$ cat src/rtl/prio_irq_pkg.sv
package prio_irq_pkg;

  // Strobes the control half hands to the datapath each cycle.
  typedef struct packed {
    logic pushMask;   // accepted interrupt: save mask, raise to winner level
    logic popMask;    // restore previously saved mask
    logic wrMask;     // software write of mask level
    logic wrPrio;     // software write of a level word
  } picStrobe_t;

  function automatic int ptrWidth(input int depth);
    return (depth > 1) ? $clog2(depth) : 1;
  endfunction

endpackage

$ cat src/rtl/pic_arbiter.sv
module pic_arbiter #(
  parameter int NUM_SRC = 32,
  parameter int LVL_W   = 3,
  parameter int ID_W    = 5
) (
  input  logic [NUM_SRC-1:0]       reqVec,
  input  logic [NUM_SRC*LVL_W-1:0] lvlFlat,
  output logic                     winValid,
  output logic [LVL_W-1:0]         winLvl,
  output logic [ID_W-1:0]          winId
);

  localparam logic [LVL_W-1:0] DIS_LVL = {LVL_W{1'b1}};

  // Linear scan from index 0 upward; strict compare keeps the lower index
  // on a tie, which gives the fixed hardware order.
  always_comb begin
    winValid = 1'b0;
    winLvl   = DIS_LVL;
    winId    = '0;
    for (int i = 0; i < NUM_SRC; i++) begin
      if (reqVec[i] && (lvlFlat[i*LVL_W +: LVL_W] != DIS_LVL) &&
          (lvlFlat[i*LVL_W +: LVL_W] < winLvl)) begin
        winValid = 1'b1;
        winLvl   = lvlFlat[i*LVL_W +: LVL_W];
        winId    = ID_W'(i);
      end
    end
  end

endmodule

$ cat src/rtl/pic_control.sv
module pic_control
  import prio_irq_pkg::*;
#(
  parameter int ADDR_W     = 4,
  parameter int PRIO_WORDS = 4,
  parameter int MASK_ADDR  = 4
) (
  input  logic              clk,
  input  logic              rstN,
  input  logic              brkN,
  input  logic              brkAck,
  input  logic              cpuAck,
  input  logic              maskRestore,
  input  logic              extIrq,
  input  logic              regWe,
  input  logic [ADDR_W-1:0] regAddr,
  output picStrobe_t        strobe,
  output logic              brkIrq,
  output logic              brkFall
);

  logic syncA, syncB, brkPrev, brkPend;

  // Two-flop synchronizer plus one history flop for edge detection.
  // Idle level of the pin is high, so reset loads ones: no false edge.
  always_ff @(posedge clk or negedge rstN) begin
    if (!rstN) begin
      syncA   <= 1'b1;
      syncB   <= 1'b1;
      brkPrev <= 1'b1;
    end else begin
      syncA   <= brkN;
      syncB   <= syncA;
      brkPrev <= syncB;
    end
  end

  assign brkFall = brkPrev & ~syncB;

  // Sticky flag; a new edge in the same cycle as the acknowledge wins.
  always_ff @(posedge clk or negedge rstN) begin
    if (!rstN)        brkPend <= 1'b0;
    else if (brkFall) brkPend <= 1'b1;
    else if (brkAck)  brkPend <= 1'b0;
  end

  assign brkIrq = brkPend;

  // Acknowledge of an eligible interrupt outranks restore, which outranks
  // a software write of the mask.
  always_comb begin
    strobe.pushMask = cpuAck & extIrq;
    strobe.popMask  = maskRestore & ~strobe.pushMask;
    strobe.wrMask   = regWe && (regAddr == ADDR_W'(MASK_ADDR));
    strobe.wrPrio   = regWe && (regAddr < ADDR_W'(PRIO_WORDS));
  end

endmodule

$ cat src/rtl/pic_datapath.sv
module pic_datapath
  import prio_irq_pkg::*;
#(
  parameter int NUM_SRC     = 32,
  parameter int LVL_W       = 3,
  parameter int DATA_W      = 32,
  parameter int ADDR_W      = 4,
  parameter int STACK_DEPTH = 4,
  parameter int FIELD_W     = 4,
  parameter int PRIO_WORDS  = 4,
  parameter int MASK_ADDR   = 4,
  parameter int VEC_ADDR    = 5,
  parameter int ID_W        = 5
) (
  input  logic               clk,
  input  logic               rstN,
  input  picStrobe_t         strobe,
  input  logic [NUM_SRC-1:0] irqReq,
  input  logic [ADDR_W-1:0]  regAddr,
  input  logic [DATA_W-1:0]  regWdata,
  output logic [DATA_W-1:0]  regRdata,
  output logic               extIrq,
  output logic               winValid,
  output logic [LVL_W-1:0]   winLvl,
  output logic [ID_W-1:0]    winId,
  output logic [LVL_W-1:0]   maskLvl
);

  localparam int PER_WORD = DATA_W / FIELD_W;
  localparam int PTR_W    = ptrWidth(STACK_DEPTH);
  localparam int CNT_W    = $clog2(STACK_DEPTH + 1);
  localparam int WIDX_W   = ptrWidth(PRIO_WORDS);
  localparam logic [LVL_W-1:0] DIS_LVL = {LVL_W{1'b1}};

  logic [NUM_SRC*LVL_W-1:0] lvlFlat;
  logic [DATA_W-1:0]        prioWord [PRIO_WORDS];

  // ---------------- level registers, one per source ----------------
  for (genvar s = 0; s < NUM_SRC; s++) begin : g_src
    localparam int WORD = s / PER_WORD;
    localparam int SLOT = s % PER_WORD;
    logic [LVL_W-1:0] lvlReg;

    always_ff @(posedge clk or negedge rstN) begin
      if (!rstN)
        lvlReg <= DIS_LVL;
      else if (strobe.wrPrio && (regAddr == ADDR_W'(WORD)))
        lvlReg <= regWdata[SLOT*FIELD_W +: LVL_W];
    end

    assign lvlFlat[s*LVL_W +: LVL_W] = lvlReg;
  end

  // ---------------- read view of the level words ----------------
  for (genvar w = 0; w < PRIO_WORDS; w++) begin : g_word
    always_comb begin
      prioWord[w] = '0;
      for (int j = 0; j < PER_WORD; j++)
        prioWord[w][j*FIELD_W +: LVL_W] = lvlFlat[(w*PER_WORD + j)*LVL_W +: LVL_W];
    end
  end

  // ---------------- arbitration ----------------
  pic_arbiter #(
    .NUM_SRC (NUM_SRC),
    .LVL_W   (LVL_W),
    .ID_W    (ID_W)
  ) u_arb (
    .reqVec   (irqReq),
    .lvlFlat  (lvlFlat),
    .winValid (winValid),
    .winLvl   (winLvl),
    .winId    (winId)
  );

  assign extIrq = winValid && (winLvl < maskLvl);

  // ---------------- mask level with save stack ----------------
  logic [LVL_W-1:0] stackMem [STACK_DEPTH];
  logic [CNT_W-1:0] depth;
  logic [CNT_W-1:0] depthM1;
  logic             stackFull, stackEmpty;

  assign depthM1    = depth - CNT_W'(1);
  assign stackFull  = (depth == CNT_W'(STACK_DEPTH));
  assign stackEmpty = (depth == '0);

  always_ff @(posedge clk or negedge rstN) begin
    if (!rstN) begin
      maskLvl <= DIS_LVL;
      depth   <= '0;
      for (int k = 0; k < STACK_DEPTH; k++) stackMem[k] <= '0;
    end else if (strobe.pushMask) begin
      maskLvl <= winLvl;
      if (!stackFull) begin
        stackMem[depth[PTR_W-1:0]] <= maskLvl;
        depth <= depth + CNT_W'(1);
      end
    end else if (strobe.popMask) begin
      if (!stackEmpty) begin
        maskLvl <= stackMem[depthM1[PTR_W-1:0]];
        depth   <= depthM1;
      end
    end else if (strobe.wrMask) begin
      maskLvl <= regWdata[LVL_W-1:0];
    end
  end

  // ---------------- read mux ----------------
  logic [DATA_W-1:0] vecWord;

  always_comb begin
    vecWord = '0;
    vecWord[DATA_W-1]     = winValid;
    vecWord[8 +: LVL_W]   = winValid ? winLvl : '0;
    vecWord[0 +: ID_W]    = winValid ? winId  : '0;
  end

  always_comb begin
    if (regAddr < ADDR_W'(PRIO_WORDS))
      regRdata = prioWord[regAddr[WIDX_W-1:0]];
    else if (regAddr == ADDR_W'(MASK_ADDR))
      regRdata = DATA_W'(maskLvl);
    else if (regAddr == ADDR_W'(VEC_ADDR))
      regRdata = vecWord;
    else
      regRdata = '0;
  end

  // Write-data bits that no field uses.
  logic unusedWdata;
  assign unusedWdata = ^regWdata;

endmodule

$ cat src/rtl/prio_irq_ctrl.sv
module prio_irq_ctrl
  import prio_irq_pkg::*;
#(
  parameter int NUM_SRC     = 32,
  parameter int LVL_W       = 3,
  parameter int DATA_W      = 32,
  parameter int ADDR_W      = 4,
  parameter int STACK_DEPTH = 4
) (
  input  logic               clk,
  input  logic               rstN,
  input  logic [NUM_SRC-1:0] irqReq,
  input  logic               brkN,
  input  logic               regWe,
  input  logic [ADDR_W-1:0]  regAddr,
  input  logic [DATA_W-1:0]  regWdata,
  output logic [DATA_W-1:0]  regRdata,
  input  logic               cpuAck,
  input  logic               maskRestore,
  input  logic               brkAck,
  output logic               extIrq,
  output logic               brkIrq
);

  localparam int FIELD_W    = 4;
  localparam int PER_WORD   = DATA_W / FIELD_W;
  localparam int PRIO_WORDS = (NUM_SRC + PER_WORD - 1) / PER_WORD;
  localparam int MASK_ADDR  = PRIO_WORDS;
  localparam int VEC_ADDR   = PRIO_WORDS + 1;
  localparam int ID_W       = ptrWidth(NUM_SRC);

  picStrobe_t       strobe;
  logic             brkFall;
  logic             winValid;
  logic [LVL_W-1:0] winLvl;
  logic [ID_W-1:0]  winId;
  logic [LVL_W-1:0] maskLvl;

  pic_control #(
    .ADDR_W     (ADDR_W),
    .PRIO_WORDS (PRIO_WORDS),
    .MASK_ADDR  (MASK_ADDR)
  ) u_ctrl (
    .clk         (clk),
    .rstN        (rstN),
    .brkN        (brkN),
    .brkAck      (brkAck),
    .cpuAck      (cpuAck),
    .maskRestore (maskRestore),
    .extIrq      (extIrq),
    .regWe       (regWe),
    .regAddr     (regAddr),
    .strobe      (strobe),
    .brkIrq      (brkIrq),
    .brkFall     (brkFall)
  );

  pic_datapath #(
    .NUM_SRC     (NUM_SRC),
    .LVL_W       (LVL_W),
    .DATA_W      (DATA_W),
    .ADDR_W      (ADDR_W),
    .STACK_DEPTH (STACK_DEPTH),
    .FIELD_W     (FIELD_W),
    .PRIO_WORDS  (PRIO_WORDS),
    .MASK_ADDR   (MASK_ADDR),
    .VEC_ADDR    (VEC_ADDR),
    .ID_W        (ID_W)
  ) u_dp (
    .clk      (clk),
    .rstN     (rstN),
    .strobe   (strobe),
    .irqReq   (irqReq),
    .regAddr  (regAddr),
    .regWdata (regWdata),
    .regRdata (regRdata),
    .extIrq   (extIrq),
    .winValid (winValid),
    .winLvl   (winLvl),
    .winId    (winId),
    .maskLvl  (maskLvl)
  );

endmodule

$ cat config.mk
export PLATFORM = sky130hd
export DESIGN_NAME = prio_irq_ctrl
export DESIGN_NICKNAME = d
export VERILOG_FILES = /design/src/rtl/prio_irq_pkg.sv /design/src/rtl/pic_arbiter.sv /design/src/rtl/pic_control.sv /design/src/rtl/pic_datapath.sv /design/src/rtl/prio_irq_ctrl.sv
export SDC_FILE = /design/constraint.sdc
export NUM_CORES = 1
export LEC_CHECK = 0
export CAP_MARGIN = 20
export CELL_PAD_IN_SITES_DETAIL_PLACEMENT = 1
export CELL_PAD_IN_SITES_GLOBAL_PLACEMENT = 2
export CORE_AREA = 3 3 214 164
export CTS_CLUSTER_DIAMETER = 120
export CTS_CLUSTER_SIZE = 40
export DETAILED_ROUTE_END_ITERATION = 12
export DIE_AREA = 0 0 217 167
export GPL_ROUTABILITY_DRIVEN = 0
export HOLD_SLACK_MARGIN = 0.02
export PLACE_DENSITY_LB_ADDON = 0.15
export SLEW_MARGIN = 10
export SYNTH_ARGS = -nofsm -noshare
export SYNTH_HDL_FRONTEND = slang
export SYNTH_SLANG_ARGS = --single-unit
export TNS_END_PERCENT = 10
$ cat constraint.sdc
create_clock -name clk -period 20.8 [get_ports clk]
set_input_delay 4.16 -clock clk [delete_from_list [all_inputs] [get_ports clk]]
set_output_delay 4.16 -clock clk [all_outputs]
set_load 0.02 [all_outputs]
==> summary.txt, run 1 <==
Status
  – Status: finished clean

Timing
  – Hold Fails Final Rpt: 0
  – TNS Setup: 0 ns
  – Final min period: approximately 20 ns
  – Final Cycle Share: 95.99%
  – RSZ-0062 raised after global routing: false
  – Final worst slack: 0.8336 ns
  – Setup-failing EPs final: 0
  – Max Slew Vio Count: 0
  – Least-Margin Pin Slew: ~1 ns
  – Max-slew headroom at the worst pin: 33.47%
  – Clock skew: 0.01376 ns
  – Max Freq: 50.08 MHz

Critical path
  – Worst path arrival time: 15.81 ns
  – Crit path max-delay family: compound AO/OA/AOI/OAI gates
  – Slowest CP cell: or4_4
  – Largest fanout on the critical path: 9
  – Bufs and invs on worst path: 8
  – CP most frequent cell: buf_4
  – Startpoint Class: input pin
  – R2r startpoint: u_dp.g_src[1].lvlReg[2]
  – Req. time, crit path: 16.64 ns
  – FF-to-FF setup slack: approximately 7.4 ns
  – Worst R2R Path Depth: 54
  – R2r endpoint: u_dp.stackMem[7]
  – CP endpoint kind: primary output
  – WS Path Type: in -> out
  – Worst path max stage delay: 0.60 ns

Job
  – MaxCap Viol Count: 0

Power and ir drop
  – Pwr dens: 105.2 mW/mm²
  – Combinational power share: 49.2%
  – Tot Pwr: around 1.5 mW
  – Reg power frac: 31.1%
  – Cell-internal power: 0.8637 mW
  – Leakage: 5.707 nW
  – Clock power share: 19.7%
  – Net Sw Frac: 43.70%
  – Psw: 0.6705 mW
  – VDD IR max: 0.05819 mV

Hold path
  – Hold path endpoint: u_ctrl.syncB
  – Hold Crit Class: reg -> reg
  – Min-delay src: u_ctrl.syncA
  – WHS Path Cells: 0

Layout
  – Layout cell share with drive strength beyond 1: 27.11%
  – Multi-input combinational cell area: 0.008443 mm²
  – Nets@finish: about 1.7k
  – Antenna Diode Count: 0
  – Layout fillers: 3,944
  – Final design utilization: 43.87%
  – Fin cells: between 2k and 2.5k
  – FF/Latch Area: between 0.003 and 0.004 mm²
  – Area delta synth->final: 22.60%

Drt
  – WL final: 46.70 mm
  – Vias per cell: about 5.9
  – Final ANT Viol Nets: 0
  – Drt wl/cell: 22.94 µm
  – Number of remaining DRC errors: 0
  – Pre-antenna DRT Iters: 6
  – DRT iter0 DRCs: 848
  – Detailed-route via count: roughly 12k

GRT
  – First-pass GRT wire length: around 73 mm
  – Antenna violations before repair: 2
  – Number of global-route vias before repair: 12.16k
  – Grt total ovfl: 0
  – Total track usage: between 20 and 30%
  – Largest net degree at the start of global routing: 61

Clock tree
  – Clock slew seen by the registers of the worst setup and hold paths: roughly 0.06 ns
  – Root buffer cell: clkbuf_16
  – Htree depth: 4
  – CTS Sinks: 118
  – Hold_buf cts: 0
  – Clk Latency, worst-skew pair: 0.43 ns
  – CTS Buf Count: 17
  – CTS tree: yes
  – CTS max path bufs: 2

Logic synthesis
  – Prevailing post-synth register cell: dfstp_2
  – Distinct cells, synth: 114
  – Netlist Area Pre-Place: approximately 0.012 mm²
  – Yosys reg bits: 118
  – Syn Inst Count: 1,426
  – Ys Warns: 0
  – Ys async rst share: 100.0%
  – Register area share after synthesis: 25.90%
  – Avg Cell Area, Syn: between 8 and 9 µm²
  – Post-synth EDFFs: 0

Placement
  – DPL Wire Length: 37.34 mm
  – Pre-CTS setup slack: -0.1566 ns
  – IO buf count: 94
  – Cell total after placement: approximately 2.0k

Die
  – Num rows: 58
  – Initial core utilization: 35.78%
  – Die width: 217 µm
  – Core region area: 0.03324 mm²
  – I/O pins: ~110
  – Die Y: about 170 µm
  – Die ar.: 0.03624 mm²
[cells in the mapped netlist, types with 10 or more instances]
library cell / n / area share (%)
or3_1: 12 / 0.63
nor2_1: 136 / 4.3
mux4_2: 27 / 5.1
nor3_1: 30 / 1.3
nor2b_1: 23 / 1.2
o21a_1: 16 / 1.0
nand2b_1: 39 / 2.1
or2_2: 11 / 0.58
a21o_1: 13 / 0.82
inv_1: 74 / 2.3
mux2i_1: 21 / 1.8
o211ai_1: 22 / 1.4
mux2_1: 12 / 1.1
a211oi_1: 12 / 0.76
a31oi_1: 19 / 1.0
a21oi_1: 93 / 3.9
nand4_1: 10 / 0.53
o21ai_1: 15 / 0.63
dfrtp_1: 16 / 3.4
dfstp_2: 102 / 23
nand3_1: 41 / 1.7
mux2_2: 91 / 8.6
clkbuf_1: 41 / 1.3
and2_1: 41 / 2.2
nand2_1: 157 / 5.0
o21ai_0: 84 / 3.5
[sequential cells by signal (all words and copies together), names as in the netlist]
name               count
u_dp.g_src.lvlReg     96
u_dp.stackMem         12
u_dp.depth             3
u_dp.maskLvl           3
u_ctrl.brkIrq          1
u_ctrl.brkPrev         1
u_ctrl.syncA           1
u_ctrl.syncB           1
[layout make-up]
class	instances	area share, %
Clock buffer	19	3.038
Clock inverter	12	1.064
Inverter	75	1.931
Multi-Input combinational cell	1181	57.91
Sequential cell	118	21.13
Tap cell	450	3.862
Timing Repair Buffer	181	11.07
[worst register-to-register path, delay by kind of cell, from the launching register on]
kind	cells	cell delay, ns
AOI/OAI and AO/OA	31	6.26
adders and majority gates	3	0.88
and+or+nand+nor	11	3.80
muxes	2	0.58
DFF	1	0.64
buffers and inverters	7	1.15
[metrics by stage]
| stage | hold WS [ns] | cell area, µm² |
|---|---|---|
| after detailed placement | 0.3481 | 13780 |
| after global routing | 0.3640 | 14580 |
| after floorplan | 0.3452 | 11910 |
| after global placement | 0.3481 | 13780 |
| after CTS | 0.3571 | 14390 |
| final | 0.3564 | 14580 |
[power groups by stage]
| stage | Combinational (mW) | Clock [mW] | Sequential, mW |
|---|---|---|---|
| after floorplan | 0.532 | 0 | 0.375 |
| after CTS | 0.738 | 0.304 | 0.470 |
| final | 0.756 | 0.302 | 0.477 |
| after global routing | 0.835 | 0.316 | 0.484 |
| after global placement | 0.714 | 0 | 0.469 |
| after detailed placement | 0.731 | 0 | 0.472 |
[cells in the final DEF, fill, tap and decap left out, types with 18 or more instances in the layout]
master           Yosys  routed
mux2_2              91      91
a21oi_1             93      91
nor2_1             136     134
nand3_1             41      41
clkdlybuf4s50_1      0      88
a31oi_1             19      18
inv_1               74      74
nand2b_1            39      39
dfstp_2            102     102
buf_4                7      85
nor2b_1             23      23
mux2i_1             21      20
o21ai_0             84      82
mux4_2              27      27
and2_1              41      40
o211ai_1            22      22
nor3_1              30      29
nand2_1            157     157
[how the worst max path moves through the flow]
stage          startpoint           to  cells after the start
2_1_floorplan   irqReq[1]       extIrq                     50
3_3_place_gp    irqReq[0]       extIrq                     50
3_5_place_dp    irqReq[0]       extIrq                     51
4_1_cts         irqReq[1]       extIrq                     51
5_1_grt         irqReq[0]  regRdata[1]                     51
6_report        irqReq[0]  regRdata[1]                     51
[layer usage]
metal	vias to the layer above	track usage (%)	part of all wire (%)
met5	-	0	0.028
met4	2	5.300	1.5
met3	45	3.229	4.8
met2	260	39.54	44
met1	6139	38.06	49
li1	5630	-	-
[timing repair]
action,in CTS,in global routing
pin swaps,0,7
gates resized for setup,2,30
endpoints found under the setup margin,3,10
buffers inserted,0,5
[logic make-up after synthesis]
logic type,synth area share [%]
other,0.03153
and+or+nand+nor,23.07
DFF,25.90
buffers and inverters,4.608
adders and majority gates,1.736
muxes,17.19
AOI/OAI and AO/OA,27.46
No activity file was read; power rests on OpenSTA's default activity.
==> run 2: changes to the inputs <==
- MAX_ROUTING_LAYER: unset -> met4
- SLEW_MARGIN: 10 -> unset
==> run 2 against run 1 <==
  * Global-route usage grew 0.77 points
  * Sequential share of layout area is essentially flat
  * Final area is essentially flat
  * Clock power is essentially flat
  * Critical path depth is the same
  * Die area is the same
  * Hold slack is essentially flat
  * Combinational power is essentially flat
==> summary.txt, run 2 (synthesis gave the netlist of run 1 again) <==
Power and ir drop
  – Tot Pwr: 1.533 mW (was 1.534 mW)
  – Leakage: 5.707 nW (about the same)
  – VDD IR max: 0.05764 mV (was 0.05819 mV)
  – Pwr dens: 105.1 mW/mm² (was 105.2 mW/mm²)

Layout
  – Largest regs: u_dp.g_src.lvlReg: 96 flops, u_dp.stackMem: 12 flops (unchanged)
  – Most frequent cells in the layout: 157 x nand2_1, 134 x nor2_1, 102 x dfstp_2, 91 x a21oi_1, 91 x mux2_2 (unchanged)
  – Commonest non-fill, non-tap cell in the layout: nand2_1 (unchanged)
  – Layout cell share with drive strength beyond 1: 27.11% (unchanged)
  – Nets@finish: 1,658 (unchanged)
  – Layout fillers: 3,942 (was 3,944)
  – Area delta synth->final: 22.62% (was 22.60%)
  – Max reg flops: 96 (unchanged)
  – Largest Register: u_dp.g_src.lvlReg (unchanged)
  – Design Area, Final: 0.01458 mm² (about the same)

Timing
  – Hold Fails Final Rpt: 0 (unchanged)
  – Final Cycle Share: 96.00% (was 95.99%)
  – Clock skew: 0.01419 ns (was 0.01376 ns)
  – Least-Margin Pin Slew: 1.003 ns (was 0.9979 ns)
  – RSZ-0062 raised after global routing: false (unchanged)
  – Max Freq: 50.08 MHz (about the same)
  – Setup-failing EPs final: 0 (unchanged)
  – Max Slew Vio Count: 0 (unchanged)
  – Final min period: 19.97 ns (about the same)
  – Max-slew headroom at the worst pin: 33.15% (was 33.47%)

GRT
  – Total track usage: 26.29% (was 25.52%)
  – Largest net degree at the start of global routing: 61 (unchanged)
  – Antenna violations before repair: 2 (unchanged)
  – First-pass GRT wire length: 72.76 mm (was 72.83 mm)
  – Grt total ovfl: 0 (unchanged)
  – Number of global-route vias before repair: 12.16k (about the same)

Drt
  – Final ANT Viol Nets: 0 (unchanged)
  – WL final: 46.68 mm (was 46.70 mm)
  – Pre-antenna DRT Iters: 5 (was 6)
  – Detailed-route via count: 12.10k (was 12.08k)
  – DRT iter0 DRCs: 922 (was 848)
  – Vias per cell: 5.942 (was 5.931)
  – Drt wl/cell: 22.91 µm (was 22.94 µm)
  – Number of remaining DRC errors: 0 (unchanged)

Die
  – I/O pins: 109 (unchanged)
  – Die width: 217 µm (unchanged)
  – Core region area: 0.03324 mm² (unchanged)
  – Num rows: 58 (unchanged)
  – Die Y: 167 µm (unchanged)
  – Die ar.: 0.03624 mm² (unchanged)
  – Initial core utilization: 35.78% (unchanged)

Critical path
  – CP endpoint kind: primary output (unchanged)
  – Largest fanout on the critical path: 9 (unchanged)
  – Startpoint Class: input pin (unchanged)
  – WS Path Type: in -> out (unchanged)
  – Crit path max-delay family: compound AO/OA/AOI/OAI gates (unchanged)
  – Worst path arrival time: 15.81 ns (about the same)
  – Req. time, crit path: 16.64 ns (about the same)
  – Bufs and invs on worst path: 8 (unchanged)
  – Worst path max stage delay: 0.60 ns (about the same)
  – CP most frequent cell: buf_4 (unchanged)
  – Slowest CP cell: or4_4 (unchanged)

Clock tree
  – Clock slew seen by the registers of the worst setup and hold paths: 0.06 ns (about the same)
  – CTS Buf Count: 17 (unchanged)
  – CTS tree: yes (unchanged)
  – Clk Latency, worst-skew pair: 0.42 ns (was 0.43 ns)
  – CTS Sinks: 118 (unchanged)
  – Htree depth: 4 (unchanged)
  – CTS max path bufs: 2 (unchanged)
  – Hold_buf cts: 0 (unchanged)
  – Root buffer cell: clkbuf_16 (unchanged)

Placement
  – Post-DP Area: 0.01378 mm² (unchanged)
  – DPL Wire Length: 37.34 mm (unchanged)
  – IO buf count: 94 (unchanged)

Job
  – MaxCap Viol Count: 0 (unchanged)

Status
  – Status: finished clean (unchanged)

Hold path
  – Hold Crit Class: reg -> reg (unchanged)
==> run 2: cell types whose count changed in the layout (fill, tap and decap cells not counted), sizes merged <==
| cell | delta |
|---|---|
| diode | +1 |
==> run 2: final timing paths <==
kind | start | endpoint | slack (ns) | cells past startpoint
max | irqReq[0] | regRdata[1] | 0.83 | 51
min reg2reg | u_ctrl.syncA | u_ctrl.syncB | 0.36 | 0
min in group asynchronous | rstN | u_dp.depth[1] | 3.79 | 1
max reg2reg | u_dp.g_src[1].lvlReg[2] | u_dp.stackMem[7] | 7.36 | 54
max in group asynchronous | rstN | u_dp.g_src[2].lvlReg[2] | 15.73 | 2
min | u_ctrl.syncA | u_ctrl.syncB | 0.36 | 0
==> run 2: final cells by class <==
type | count | area [µm²] | share of cell area [%]
diodes | 1 | 2.502 | 0.01716
repair buffers | 181 | 1614 | 11.07
multi-input cells | 1181 | 8443 | 57.90
flip-flops and latches | 118 | 3080 | 21.12
well taps | 450 | 563.0 | 3.861
clock buffers | 19 | 442.9 | 3.037
clock inverters | 12 | 155.1 | 1.064
inverters | 75 | 281.5 | 1.931
==> run 2: report_power, final <==
| group | leakage (nW) | switching, mW | internal (mW) |
|---|---|---|---|
| Clock | 0.289 | 0.111 | 0.191 |
| Combinational | 4.14 | 0.410 | 0.344 |
| Sequential | 1.28 | 0.148 | 0.328 |
==> run 2: repair_timing <==
| item | CTS | global route |
|---|---|---|
| resized for setup | 2 | 30 |
| setup buffers | 0 | 5 |
| pin swaps | 0 | 7 |
| endpoints found under the setup margin | 3 | 10 |
==> run 2: metal layers <==
| layer | global-route usage (%) | wire length [µm] | vias to the layer above |
|---|---|---|---|
| li1 | - | - | 5644 |
| met1 | 37.99 | 22920 | 6119 |
| met2 | 39.68 | 20590 | 289 |
| met3 | 3.192 | 2412 | 51 |
| met4 | 5.300 | 753 | 0 |
| met5 | - | 0 | - |
==> run 2: metrics by stage <==
stage	TNS (ns)	hold slack [ns]	cells	utilization, %	worst slack (ns)
2_1_floorplan	0	0.3452	1431	-	1.863
3_3_place_gp	0	0.3481	1999	41.46	0.03104
3_5_place_dp	-0.1566	0.3481	1999	41.46	-0.1566
4_1_cts	0	0.3571	2030	43.28	0.08079
5_1_grt	0	0.3640	2037	43.88	0.08838
6_report	0	0.3564	2037	43.88	0.8328
==> run 3: changes to the inputs <==
- CORE_AREA: 3 3 214 164 -> 2 2 213 163
- DIE_AREA: 0 0 217 167 -> 0 0 215 165
==> run 3 against run 2 <==
  * Sequential share of layout area shrank 0.13 points
  * Setup slack lost 0.32 ns
  * Maximum frequency down 1.6%
  * Critical path type unchanged
  * Die area is 2.1% lower
  * First-iteration DRC count down 15%
  * Power shrank 0.98%
==> summary.txt, run 3 (synthesis gave the netlist of run 1 again) <==
Clock tree
  – Htree depth: 4 (unchanged)
  – CTS Sinks: 118 (unchanged)
  – CTS max path bufs: 2 (unchanged)
  – Clk Latency, worst-skew pair: 0.42 ns (about the same)
  – Root buffer cell: clkbuf_16 (unchanged)
  – Hold_buf cts: 0 (unchanged)
  – Clock slew seen by the registers of the worst setup and hold paths: 0.06 ns (about the same)
  – CTS tree: yes (unchanged)
  – CTS Buf Count: 17 (unchanged)

Power and ir drop
  – Psw: 0.6796 mW (was 0.6695 mW)
  – Clock power share: 17.9% (was 19.7%)
  – Net Sw Frac: 44.77% (was 43.67%)
  – VDD IR max: 0.06891 mV (was 0.05764 mV)
  – Leakage: 5.908 nW (was 5.707 nW)
  – Combinational power share: 50.8% (was 49.2%)
  – Cell-internal power: 0.8385 mW (was 0.8637 mW)
  – Pwr dens: 103.5 mW/mm² (was 105.1 mW/mm²)
  – Reg power frac: 31.3% (was 31.1%)

Placement
  – IO buf count: 94 (unchanged)
  – Post-DP Area: 0.01396 mm² (was 0.01378 mm²)
  – Pre-CTS setup slack: -0.03524 ns (was -0.1566 ns)
  – DPL Wire Length: 37.53 mm (was 37.34 mm)
  – Cell total after placement: 2,023 (was 1,999)

Layout
  – Max reg flops: 96 (unchanged)
  – Final design utilization: 44.14% (was 43.88%)
  – Nets@finish: 1,678 (was 1,658)
  – Design Area, Final: 0.01467 mm² (was 0.01458 mm²)
  – Antenna Diode Count: 0 (was 1)
  – Commonest non-fill, non-tap cell in the layout: nand2_1 (unchanged)
  – Layout cell share with drive strength beyond 1: 28.00% (was 27.11%)
  – Most frequent cells in the layout: 157 x nand2_1, 134 x nor2_1, 105 x buf_4, 102 x dfstp_2, 92 x a21oi_1 (was 157 x nand2_1, 134 x nor2_1, 102 x dfstp_2, 91 x a21oi_1, 91 x mux2_2)
  – Fin cells: 2,057 (was 2,037)
  – Largest Register: u_dp.g_src.lvlReg (unchanged)
  – Largest regs: u_dp.g_src.lvlReg: 96 flops, u_dp.stackMem: 12 flops (unchanged)
  – Area delta synth->final: 23.36% (was 22.62%)

Drt
  – DRT iter0 DRCs: 783 (was 922)
  – Detailed-route via count: 12.21k (was 12.10k)
  – Number of remaining DRC errors: 0 (unchanged)
  – WL final: 47.05 mm (was 46.68 mm)
  – Drt wl/cell: 22.87 µm (was 22.91 µm)
  – Pre-antenna DRT Iters: 5 (unchanged)
  – Final ANT Viol Nets: 0 (unchanged)
  – Vias per cell: 5.934 (was 5.942)

Timing
  – Max-slew headroom at the worst pin: 33.67% (was 33.15%)
  – Least-Margin Pin Slew: 0.9949 ns (was 1.003 ns)
  – Max Slew Vio Count: 0 (unchanged)
  – Final min period: 20.28 ns (was 19.97 ns)
  – Setup-failing EPs final: 0 (unchanged)
  – RSZ-0062 raised after global routing: true (was false)
  – Final worst slack: 0.5175 ns (was 0.8328 ns)
  – Clock skew: 0.01313 ns (was 0.01419 ns)
  – Hold Fails Final Rpt: 0 (unchanged)
  – Final Cycle Share: 97.51% (was 96.00%)
  – TNS Setup: 0 ns (unchanged)
  – Max Freq: 49.30 MHz (was 50.08 MHz)

GRT
  – Antenna violations before repair: 0 (was 2)
  – Largest net degree at the start of global routing: 62 (was 61)
  – Number of global-route vias before repair: 12.08k (was 12.16k)
  – First-pass GRT wire length: 72.04 mm (was 72.76 mm)
  – Total track usage: 27.05% (was 26.29%)
  – Grt total ovfl: 0 (unchanged)

Die
  – Core region area: 0.03324 mm² (unchanged)
  – Num rows: 58 (unchanged)
  – Initial core utilization: 35.78% (unchanged)
  – Die ar.: 0.03548 mm² (was 0.03624 mm²)
  – Die width: 215 µm (was 217 µm)
  – Die Y: 165 µm (was 167 µm)
  – I/O pins: 109 (unchanged)

Critical path
  – Worst path max stage delay: 0.59 ns (was 0.60 ns)
  – Slowest CP cell: or4_4 (unchanged)
  – CP endpoint kind: primary output (unchanged)
  – Largest fanout on the critical path: 6 (was 9)
  – Startpoint Class: input pin (unchanged)
  – WS Path Type: in -> out (unchanged)
  – Req. time, crit path: 16.64 ns (about the same)
  – Worst path arrival time: 16.12 ns (was 15.81 ns)

Hold path
  – Hold Crit Class: reg -> reg (unchanged)

Status
  – Status: finished clean (unchanged)

Job
  – MaxCap Viol Count: 0 (unchanged)
[run 3: cell types whose count changed in the layout (fill, tap and decap cells not counted), moves of 2 or more]
cell             change
inv_6                +2
buf_4               +20
clkinvlp_4           +2
bufinv_16            -3
dlymetal6s2s_1       +8
a311oi_2             +2
clkdlybuf4s50_1      -7
[run 3: layout make-up]
cell class | count | area, µm²
Tap cell | 450 | 563.0
Timing Repair Buffer | 201 | 1789
Clock inverter | 14 | 100.1
Clock buffer | 18 | 439.2
Inverter | 75 | 281.5
Multi-Input combinational cell | 1181 | 8417
Sequential cell | 118 | 3080
Fill cell | 4040 | 18570
[run 3: power groups by stage]
stage	registers (mW)	clock network, mW	logic (mW)
6_report	0.475	0.272	0.771
5_1_grt	0.485	0.284	0.844
4_1_cts	0.470	0.274	0.763
3_5_place_dp	0.472	0	0.752
3_3_place_gp	0.467	0	0.735
2_1_floorplan	0.375	0	0.532
[run 3: metal layers]
| metal | vias to the layer above | GRT usage, % | share of wire, % |
|---|---|---|---|
| met2 | 248 | 41.66 | 44 |
| met5 | - | - | 0 |
| li1 | 5683 | - | - |
| met4 | 0 | 5.862 | 1.4 |
| met3 | 40 | 2.652 | 4.3 |
| met1 | 6236 | 38.56 | 50 |
[run 3: critical path, delay by kind of cell]
kind,cells,cell delay [ns]
compound gates,33,6.98
fa+ha+maj,3,0.89
buf+inv,6,1.25
mux,1,0.25
simple gates,8,2.57
[run 3: final timing paths]
check	slack, ns	endpoint	cells past startpoint	from
worst max-delay path	0.52	extIrq	51	irqReq[1]
worst min-delay path	0.36	u_ctrl.syncB	0	u_ctrl.syncA
worst max register to register	7.14	u_dp.stackMem[5]	53	u_dp.g_src[1].lvlReg[2]
worst min register to register	0.36	u_ctrl.syncB	0	u_ctrl.syncA
max in group asynchronous	15.70	u_dp.stackMem[10]	2	rstN
min in group asynchronous	3.80	u_ctrl.brkIrq	1	rstN
[run 3: through the flow]
stage	hold WS (ns)	power (mW)
after floorplan	0.3452	0.9066
after global placement	0.3463	1.203
after detailed placement	0.3489	1.224
after CTS	0.3577	1.507
after global routing	0.3621	1.613
final	0.3567	1.518
[run 3: timing repair]
item | in CTS | in global routing
resized for setup | 7 | 26
cloned | 0 | 0
endpoints found under the setup margin | 1 | 10
pin swaps | 2 | 5
buffers inserted | 0 | 1
